--- src/rtl/resp_enc_pkg.sv ---
package resp_enc_pkg;
  typedef enum logic [1:0] {
    KIND_PING  = 2'd0,
    KIND_WRITE = 2'd1,
    KIND_READ  = 2'd2,
    KIND_RSVD  = 2'd3
  } kind_e;

  typedef enum logic [2:0] {
    ST_IDLE, ST_START, ST_CMD, ST_CNT, ST_FETCH, ST_DATA
  } state_e;

  localparam logic [7:0] START_CHAR = 8'h53;

  function automatic logic [7:0] nib_to_ascii(input logic [3:0] n);
    return (n < 4'd10) ? (8'h30 + {4'h0, n}) : (8'h37 + {4'h0, n});
  endfunction
endpackage

--- src/rtl/resp_enc_nib2asc.sv ---
module resp_enc_nib2asc
  import resp_enc_pkg::*;
(
  input  logic [3:0] nib_i,
  output logic [7:0] char_o
);
  always_comb char_o = nib_to_ascii(nib_i);
endmodule

--- src/rtl/resp_enc_nibshift.sv ---
module resp_enc_nibshift #(
  parameter int SH_W = 32,
  parameter int NC_W = 4
) (
  input  logic            clk_i,
  input  logic            rst_ni,
  input  logic            load_i,
  input  logic [SH_W-1:0] load_val_i,
  input  logic [NC_W-1:0] load_cnt_i,
  input  logic            shift_i,
  output logic [3:0]      nib_o,
  output logic            last_o
);
  logic [SH_W-1:0] sh_q;
  logic [NC_W-1:0] cnt_q;

  always_ff @(posedge clk_i or negedge rst_ni) begin
    if (!rst_ni) begin
      sh_q  <= '0;
      cnt_q <= '0;
    end else if (load_i) begin
      sh_q  <= load_val_i;
      cnt_q <= load_cnt_i;
    end else if (shift_i) begin
      sh_q  <= sh_q << 4;
      cnt_q <= cnt_q - 1'b1;
    end
  end

  assign nib_o  = sh_q[SH_W-1 -: 4];
  assign last_o = (cnt_q == NC_W'(1));


  shift_underrun_chk: assert property (@(posedge clk_i) disable iff (!rst_ni)
    (shift_i && !load_i) |-> (cnt_q != '0));
endmodule

--- src/rtl/resp_enc_wordcnt.sv ---
module resp_enc_wordcnt #(
  parameter int CNT_W = 20,
  localparam int WC_W = CNT_W - 1
) (
  input  logic             clk_i,
  input  logic             rst_ni,
  input  logic             load_i,
  input  logic [CNT_W-1:0] count_i,
  input  logic             dec_i,
  output logic             zero_o,
  output logic             last_o
);
  logic [CNT_W:0]  sum;
  logic [WC_W-1:0] remain_q;

  assign sum = {1'b0, count_i} + (CNT_W+1)'(3);

  always_ff @(posedge clk_i or negedge rst_ni) begin
    if (!rst_ni)     remain_q <= '0;
    else if (load_i) remain_q <= sum[CNT_W:2];
    else if (dec_i)  remain_q <= remain_q - 1'b1;
  end

  assign zero_o = (remain_q == '0);
  assign last_o = (remain_q == WC_W'(1));


  word_underrun_chk: assert property (@(posedge clk_i) disable iff (!rst_ni)
    dec_i |-> (remain_q != '0));
endmodule

--- src/rtl/resp_hex_encoder.sv ---
module resp_hex_encoder
  import resp_enc_pkg::*;
#(
  parameter int CMD_W  = 8,
  parameter int CNT_W  = 20,
  parameter int WORD_W = 32
) (
  input  logic              clk_i,
  input  logic              rst_ni,
  input  logic              req_valid_i,
  output logic              req_ready_o,
  input  logic [1:0]        req_kind_i,
  input  logic [CMD_W-1:0]  req_cmd_i,
  input  logic [CNT_W-1:0]  req_count_i,
  input  logic [WORD_W-1:0] word_i,
  input  logic              word_valid_i,
  output logic              word_ready_o,
  output logic [7:0]        tx_data_o,
  output logic              tx_valid_o,
  input  logic              tx_ready_i,
  output logic              busy_o
);
  localparam int SH_W     = WORD_W;
  localparam int CMD_NIB  = CMD_W / 4;
  localparam int CNT_NIB  = CNT_W / 4;
  localparam int WORD_NIB = WORD_W / 4;
  localparam int NC_W     = $clog2(WORD_NIB + 1);

  state_e            state_q, state_d;
  kind_e             kind_q;
  logic [CMD_W-1:0]  cmd_q;
  logic [CNT_W-1:0]  cnt_q;

  logic              accept, hs;
  logic              sh_load, sh_shift, sh_last;
  logic [SH_W-1:0]   sh_val;
  logic [NC_W-1:0]   sh_cnt;
  logic [3:0]        nib;
  logic [7:0]        nib_char;
  logic              wc_dec, wc_zero, wc_last;

  assign req_ready_o  = (state_q == ST_IDLE);
  assign busy_o       = (state_q != ST_IDLE);
  assign accept       = req_valid_i && req_ready_o;
  assign tx_valid_o   = (state_q == ST_START) || (state_q == ST_CMD) ||
                        (state_q == ST_CNT)   || (state_q == ST_DATA);
  assign word_ready_o = (state_q == ST_FETCH);
  assign hs           = tx_valid_o && tx_ready_i;
  assign tx_data_o    = (state_q == ST_START) ? START_CHAR : nib_char;

  always_comb begin
    state_d  = state_q;
    sh_load  = 1'b0;
    sh_val   = '0;
    sh_cnt   = '0;
    sh_shift = hs && (state_q != ST_START);
    wc_dec   = 1'b0;
    unique case (state_q)
      ST_IDLE: if (accept) state_d = ST_START;
      ST_START: if (hs) begin
        state_d = ST_CMD;
        sh_load = 1'b1;
        sh_val  = {cmd_q, {(SH_W-CMD_W){1'b0}}};
        sh_cnt  = NC_W'(CMD_NIB);
      end
      ST_CMD: if (hs && sh_last) begin
        if (kind_q == KIND_PING || kind_q == KIND_RSVD) begin
          state_d = ST_IDLE;
        end else begin
          state_d = ST_CNT;
          sh_load = 1'b1;
          sh_val  = {cnt_q, {(SH_W-CNT_W){1'b0}}};
          sh_cnt  = NC_W'(CNT_NIB);
        end
      end
      ST_CNT: if (hs && sh_last)
        state_d = (kind_q != KIND_READ || wc_zero) ? ST_IDLE : ST_FETCH;
      ST_FETCH: if (word_valid_i) begin
        state_d = ST_DATA;
        sh_load = 1'b1;
        sh_val  = word_i;
        sh_cnt  = NC_W'(WORD_NIB);
      end
      ST_DATA: if (hs && sh_last) begin
        wc_dec  = 1'b1;
        state_d = wc_last ? ST_IDLE : ST_FETCH;
      end
      default: state_d = ST_IDLE;
    endcase
  end

  always_ff @(posedge clk_i or negedge rst_ni) begin
    if (!rst_ni) begin
      state_q <= ST_IDLE;
      kind_q  <= KIND_PING;
      cmd_q   <= '0;
      cnt_q   <= '0;
    end else begin
      state_q <= state_d;
      if (accept) begin
        kind_q <= kind_e'(req_kind_i);
        cmd_q  <= req_cmd_i;
        cnt_q  <= req_count_i;
      end
    end
  end

  resp_enc_nibshift #(.SH_W(SH_W), .NC_W(NC_W)) u_shift (
    .clk_i, .rst_ni,
    .load_i     (sh_load),
    .load_val_i (sh_val),
    .load_cnt_i (sh_cnt),
    .shift_i    (sh_shift),
    .nib_o      (nib),
    .last_o     (sh_last)
  );

  resp_enc_nib2asc u_asc (.nib_i(nib), .char_o(nib_char));

  resp_enc_wordcnt #(.CNT_W(CNT_W)) u_wcnt (
    .clk_i, .rst_ni,
    .load_i  (accept),
    .count_i (req_count_i),
    .dec_i   (wc_dec),
    .zero_o  (wc_zero),
    .last_o  (wc_last)
  );


  start_char_chk: assert property (@(posedge clk_i) disable iff (!rst_ni)
    (req_valid_i && req_ready_o) |=> (tx_valid_o && tx_data_o == 8'h53));


  tx_hold_chk: assert property (@(posedge clk_i) disable iff (!rst_ni)
    (tx_valid_o && !tx_ready_i) |=> (tx_valid_o && $stable(tx_data_o)));


  word_req_chk: assert property (@(posedge clk_i) disable iff (!rst_ni)
    word_ready_o |-> (busy_o && !tx_valid_o));


  busy_after_accept_chk: assert property (@(posedge clk_i) disable iff (!rst_ni)
    (req_valid_i && req_ready_o) |=> (busy_o && !req_ready_o));


  char_set_chk: assert property (@(posedge clk_i) disable iff (!rst_ni)
    tx_valid_o |-> (tx_data_o == 8'h53 ||
                    (tx_data_o >= 8'h30 && tx_data_o <= 8'h39) ||
                    (tx_data_o >= 8'h41 && tx_data_o <= 8'h46)));
endmodule

--- config.mk ---
export PLATFORM = sky130hd
export DESIGN_NAME = resp_hex_encoder
export DESIGN_NICKNAME = d
export VERILOG_FILES = /design/src/rtl/resp_enc_pkg.sv /design/src/rtl/resp_enc_nib2asc.sv /design/src/rtl/resp_enc_nibshift.sv /design/src/rtl/resp_enc_wordcnt.sv /design/src/rtl/resp_hex_encoder.sv
export SDC_FILE = /design/constraint.sdc
export NUM_CORES = 1
export LEC_CHECK = 0
export ABC_AREA = 1
export BUFFER_PORTS_ARGS = -buffer_cell sky130_fd_sc_hd__buf_2
export CORE_MARGIN = 10
export CORE_UTILIZATION = 45
export DETAILED_ROUTE_END_ITERATION = 10
export PLACE_DENSITY = 0.63
export SLEW_MARGIN = 40
export SYNTH_ARGS = -nofsm -noshare
export SYNTH_HDL_FRONTEND = slang
export SYNTH_SLANG_ARGS = --single-unit
--- constraint.sdc ---
create_clock -name clk_i -period 2.35 [get_ports clk_i]
set_clock_uncertainty 0.2 [all_clocks]
set_input_delay 0.47 -clock clk_i [delete_from_list [all_inputs] [get_ports clk_i]]
set_output_delay 0.47 -clock clk_i [all_outputs]
set_load 0.01 [all_outputs]
== After elaboration in Yosys (flattened, before gate mapping) ==
Index checks and enable logic that the tools add are counted.
Widths: inputs -> output; s select.
Word-level totals
  input bits: 67
  register bits: 88
  output and inout bits: 12
  word-level logic and storage cells: 80
Operators by class
  eq/ne operators: 16
  reductions and logical operators: 16
  add/subtract/negate cells: 5
  multiplexer cells: 35
  magnitude comparators: 1
Operator list (count)
  $mux 32: 6
  $pmux 32 s3: 1
  $mux 19: 2
  $mux 3: 10
  $add 20x2->21 const B: 1
  $eq 19x1->1 const B: 1
  $logic_not 19->1: 1
  $sub 19x1->19 const B: 1
  $pmux 3 s6: 1
  $mux 8: 2
  $add 6x4->7 const A: 2
  $mux 4: 3
  $pmux 4 s3: 1
  $ne 2x1->1 const B: 4
  $eq 3x2->1 const B: 2
  $eq 3x3->1 const B: 2
  $mux 1: 6
  $ne 2x2->1 const B: 3
  $reduce_and 6->1: 1
  $logic_or 1x1->1: 5
  $eq 4x1->1 const B: 1
  $logic_and 1x1->1: 4
  $lt 4x4->1 const B: 1
  $mux 2: 2
  other kinds (9): 10

== Logic depth before layout (Yosys ltp) ==
  depth after elaboration: 10
  gate-level depth with buffers: 13
  mapped depth without buffers: 12

== Modules after synthesis ==
Synthesis repeated with hierarchy kept, for this count alone.
Second synthesis, totals
  cell total of the unflattened synthesis: 839
  area total of the unflattened synthesis: 5640.4 um^2
By module, submodules not included
  resp_hex_encoder: seq. area each 825.8 um^2, area an instance 1956.9 um^2, cells an instance 302, times used 1
  resp_enc_wordcnt: seq. area each 475.5 um^2, area an instance 1910.6 um^2, cells an instance 315, times used 1
  resp_enc_nibshift: seq. area each 900.9 um^2, area an instance 1649.1 um^2, cells an instance 197, times used 1
  resp_enc_nib2asc: seq. area each 0.0 um^2, area an instance 123.9 um^2, cells an instance 25, times used 1

== Least setup slack after synthesis ==
No wires, ideal clock.
  kind: reg2reg
  from: register state_q[1]
  to: register u_shift.sh_q[27]
  period minus slack after synthesis: 1763 ps
  data arrival time: 1447 ps
  path slack: 587 ps
  buffers on the path: 1
  cell stages (with the launch flop): 12
  setup time: 116 ps
  required time: 2034 ps
  path through: dfrtp_1 -> inv_1 -> nand2_1 -> nand2_2 -> nand2_2 -> nor2_4 -> nand2_4 -> nand3_1 -> buf_2 -> nand3b_1 -> nand2_1 -> nand2_1
On the way
  longest elaborated chain between the ends: 9
  elaborated cells between the ends (all ways): 20
  classes of those cells: eq/ne: 6; mux: 7; reduce/logical: 7
RTL lines
  start, declared: line resp_hex_encoder.sv:29  | state_e state_q, state_d;
  start signal, assigned: line resp_hex_encoder.sv:99  | state_q <= state_d;
  $eq 3x1->1 or $eq 3x2->1 (tied branches): line resp_hex_encoder.sv:45  | assign tx_valid_o = (state_q == ST_START) || (state_q == ST_CMD) ||
  $logic_or 1x1->1 (2 in series): line resp_hex_encoder.sv:45
  $logic_or 1x1->1 (*): line resp_hex_encoder.sv:46  | (state_q == ST_CNT) || (state_q == ST_DATA);
  net tx_valid_o: line resp_hex_encoder.sv:19  | output logic tx_valid_o,
  $logic_and 1x1->1 (*): line resp_hex_encoder.sv:48  | assign hs = tx_valid_o && tx_ready_i;
  $logic_and 1x1->1: line resp_hex_encoder.sv:66  | ST_CMD: if (hs && sh_last) begin
  $mux 32 or $mux 1 (tied branches): line resp_hex_encoder.sv:66
  $pmux 32 s3 or $pmux 1 s3 (tied branches): line resp_hex_encoder.sv:58  | unique case (state_q)
  $mux 32 or $reduce_bool 2->1 (tied branches)
  end signal, assigned: line resp_enc_nibshift.sv:22  | sh_q <= load_val_i;
  end signal, assigned: line resp_enc_nibshift.sv:25  | sh_q <= sh_q << 4;
  end, declared: line resp_enc_nibshift.sv:14  | logic [SH_W-1:0] sh_q;
The timed path passes the listed nets; every way through them passes the cells marked *.
A chain may end at the register's enable or synchronous reset.

== Worst setup path after layout ==
  from: register u_shift.sh_q[30]
  to: output tx_data_o[2]
On the way
  longest elaborated chain between the ends: 3
  elaborated cells between the ends (all ways): 5
  classes of those cells: add/sub: 2; order compare: 1; mux: 2
RTL lines
  $add 6x4->7 or $lt 4x4->1 (tied branches): line resp_enc_pkg.sv:16  | return (n < 4'd10) ? (8'h30 + {4'h0, n}) : (8'h37 + {4'h0, n});
  $mux 8 (*): line resp_enc_pkg.sv:16
  $mux 8 (*): line resp_hex_encoder.sv:49  | assign tx_data_o = (state_q == ST_START) ? START_CHAR : nib_char;
  end, declared: line resp_hex_encoder.sv:18  | output logic [7:0] tx_data_o,
Every way passes the cells marked *; elsewhere a longest branch is shown, timed or not.

==> impl_metrics.py <==
metrics = {
    "clocking": {
        "cts_buffer_depth": 2,
        "tritoncts": "built",
        "cts.sinks": 88,
        "path_clk_slew_ns": 0.06,
        "numCtsBuffers": 9,
        "htree_levels": 3,
        "clock_latency_ns": 0.35,
        "cts-root-buf": "clkbuf_16",
    },
    "sta": {
        "maxSlewViolCount": 0,
        "worst_pin_slew_ns": 0.586,
        "fin_setup_tns_ns": 0,
        "maxSlewHeadroom": 0.609,
        "fin_crit_sh": 0.947,
        "rsz0062_at_grt": "no",
        "holdWs_ns": 0.122,
        "max_freq_ghz": 0.449,
        "period_needed_ns": 2.23,
        "hold_viol_final": 0,
        "finalSetupViolCount": 0,
    },
    "die": {
        "io_pins": 79,
        "rows": 39,
        "core_um2": 11500,
        "die_x_um": 129,
        "die-area_um2": 16500,
        "initial_core_util": 0.463,
        "die-height_um": 129,
    },
    "place": {
        "io_buffers": 77,
        "dp.cells": 995,
        "dp_hpwl_um": 12100,
        "place_area_um2": 5900,
        "place_congestion": 0.907,
    },
    "power_and_ir_drop": {
        "power_w": 0.00786,
        "p_comb_frac": 0.458,
        "clkPwrFrac": 0.196,
        "ir_drop_mv": 0.645,
        "powerDensity_nw_per_um2": 1260,
        "p_sw_w": 0.00340,
        "internal-power_w": 0.00446,
        "p_seq_frac": 0.346,
        "switching_share": 0.433,
        "leakagePower_nw": 3.19,
    },
    "setup_path": {
        "end_kind": "primary output",
        "rrSetupSlack_ns": 0.22,
        "critPathArrivalTime_ns": 1.56,
        "rr_worst_depth": 10,
        "path_class": "reg2out",
        "cp_top_family": "flip-flops",
        "cp_max_fo": 7,
        "slowest_delay_ns": 0.40,
        "startpoint_type": "flop",
        "reg2reg_to": "u_shift.cnt_q[2]$_DFFE_PN0P_",
        "crit_required_ns": 1.68,
        "cp_slowest_cell": "dfrtp_1",
        "timing.critical_path.buf_inv": 3,
        "cp_cell_sequence": "inv_1 -> a21oi_4 -> nand2_1 -> o221ai_2 -> inv_1 -> buf_2",
        "r2r-start": "state_q[1]$_DFFE_PN0P_",
        "cp_common_cell": "inv_1",
    },
    "final_layout": {
        "drive_gt1_frac": 0.145,
        "final_area_um2": 6240,
        "nNetsFinal": 937,
        "regArea_um2": 2200,
        "final_cells": 1011,
        "multiInputGateArea_um2": 2720,
        "nFillCells": 1117,
        "most-common-layout-cells": "nand2_1, nor2_1, dfrtp_1",
        "antenna_cells": 0,
        "layout_commonest_cell": "nand2_1",
        "layout-area-overhead-vs-synth_pct": 17.5,
    },
    "synthesis": {
        "synthCells": 786,
        "ys_ff_latch": 88,
        "seq_area_frac_synth": 0.415,
        "synth_area_um2": 5310,
        "synth_area_leader_cell": "dfrtp_1",
        "yosysTopAreaCellShare": 0.415,
        "synthDistinctLibCells": 33,
        "yosysWarnings": 0,
        "synth_area_leaders": "dfrtp_1, nand2_1, nor2_1",
        "synth.avg_cell_area_um2": 6.76,
        "syn_nets": 859,
    },
    "flow_run": {
        "max_cap_viol_count": 0,
    },
    "global_route": {
        "grt_use_total": 0.195,
        "grt_pass1_wl_um": 26100,
        "grt_pass1_vias": 5090,
        "grt_overflow": 0,
        "grt_start_max_net_pins": 44,
        "antenna_found_initial": 0,
    },
    "detailed_routing": {
        "ant_nets": 0,
        "wire_per_inst_um": 15.6,
        "drt-initial-drc-count": 528,
        "routed_wl_um": 15800,
        "drt_first_pass_iters": 5,
        "num_vias": 5279,
        "drc_errors": 0,
        "via_per_inst": 5.22,
    },
    "worst_hold_path": {
        "min_to": "u_shift.sh_q[2]$_DFFE_PN0P_",
        "hp-class": "in2reg",
        "hp-start": "word_i[2]",
        "hold_depth": 3,
    },
    "status": {
        "status": "finished, final reports clean",
    },
}
[cells in the mapped netlist, drive strengths merged]
cell	count
o22ai	3
xnor2	4
nand3	54
conb	1
xor2	6
o211ai	9
clkbuf	6
nor3	2
o21a	1
nand3b	10
ha	6
inv	72
dfrtp	88
clkinv	1
or2	1
nand2	296
o21bai	2
a21oi	16
o221ai	1
nor2	123
nand4	7
a31oi	1
buf	19
o21ai	57
[power groups by stage]
| stage | Sequential, W | Combinational, W | Clock (W) |
|---|---|---|---|
| global placement | 0.00271 | 0.00351 | 0 |
| CTS | 0.00271 | 0.00358 | 0.00157 |
| global route | 0.00282 | 0.00414 | 0.00163 |
| finish | 0.00272 | 0.00360 | 0.00154 |
| detailed placement | 0.00273 | 0.00356 | 0 |
| floorplan | 0.00259 | 0.00262 | 0 |
[worst max-delay path by stage]
| stage | startpoint | slack (ns) | endpoint | cells past startpoint |
|---|---|---|---|---|
| after CTS | u_shift.sh_q[30]$_DFFE_PN0P_ | 0.08 | tx_data_o[2] | 6 |
| after floorplan | state_q[1]$_DFFE_PN0P_ | 0.59 | u_shift.sh_q[27]$_DFFE_PN0P_ | 11 |
| final | u_shift.sh_q[30]$_DFFE_PN0P_ | 0.12 | tx_data_o[2] | 6 |
| after detailed placement | req_count_i[2] | 0.25 | u_wcnt.remain_q[14]$_DFFE_PN0P_ | 10 |
| after global placement | state_q[1]$_DFFE_PN0P_ | 0.28 | u_shift.sh_q[9]$_DFFE_PN0P_ | 10 |
| after global routing | u_shift.sh_q[30]$_DFFE_PN0P_ | 0.004 | tx_data_o[2] | 6 |
[flip-flops by register name, summed over array words and instances (netlist names)]
| name | flops |
|---|---|
| u_wcnt.remain_q | 19 |
| u_shift.cnt_q | 4 |
| state_q | 3 |
| u_shift.sh_q | 32 |
| cmd_q | 8 |
| cnt_q | 20 |
| kind_q | 2 |
[final cells by class]
class | count | area share
clock inverter | 5 | 0.0130
multi-input combinational | 600 | 0.436
timing repair buffer | 92 | 0.0887
sequential | 88 | 0.353
tap | 143 | 0.0287
inverter | 73 | 0.0443
clock buffer | 10 | 0.0367
[worst min-delay path, cell delays in order]
cell     delay, ns
buf_2         0.07
nand2_1       0.04
nand2_1       0.05
[layer usage]
layer  share of wire  global-route usage  vias up
li1                -                   -     2634
met1            0.47               0.272     2456
met2            0.45               0.299      164
met3           0.062              0.0374       25
met4           0.017              0.0642        0
met5               0                   0        -
[stage by stage]
step / setup WS, ns / util
finish: 0.124 / 0.544
detailed placement: 0.250 / 0.514
floorplan: 0.587 / -
CTS: 0.0758 / 0.543
global placement: 0.279 / 0.514
global route: 0.00392 / 0.544
[what timing repair did]
action | CTS | global route
hold endpoints to repair | 41 | 0
hold buffers | 1 | 0
gates resized for setup | 1 | 2
endpoints found under the setup margin | 2 | 2
pin swaps | 0 | 1
setup buffers | 0 | 0
[logic make-up (layout without fill, tap and decap cells)]
logic type / Yosys count / count (layout) / synth area share
flops: 88 / 88 / 0.415
simple gates: 493 / 493 / 0.385
xor+xnor: 10 / 10 / 0.0165
buf+inv: 98 / 180 / 0.0770
fa+ha+maj: 6 / 6 / 0.0141
compound gates: 90 / 90 / 0.0921
other cells: 1 / 1 / 0.000706
No activity file was read; power rests on OpenSTA's default activity.
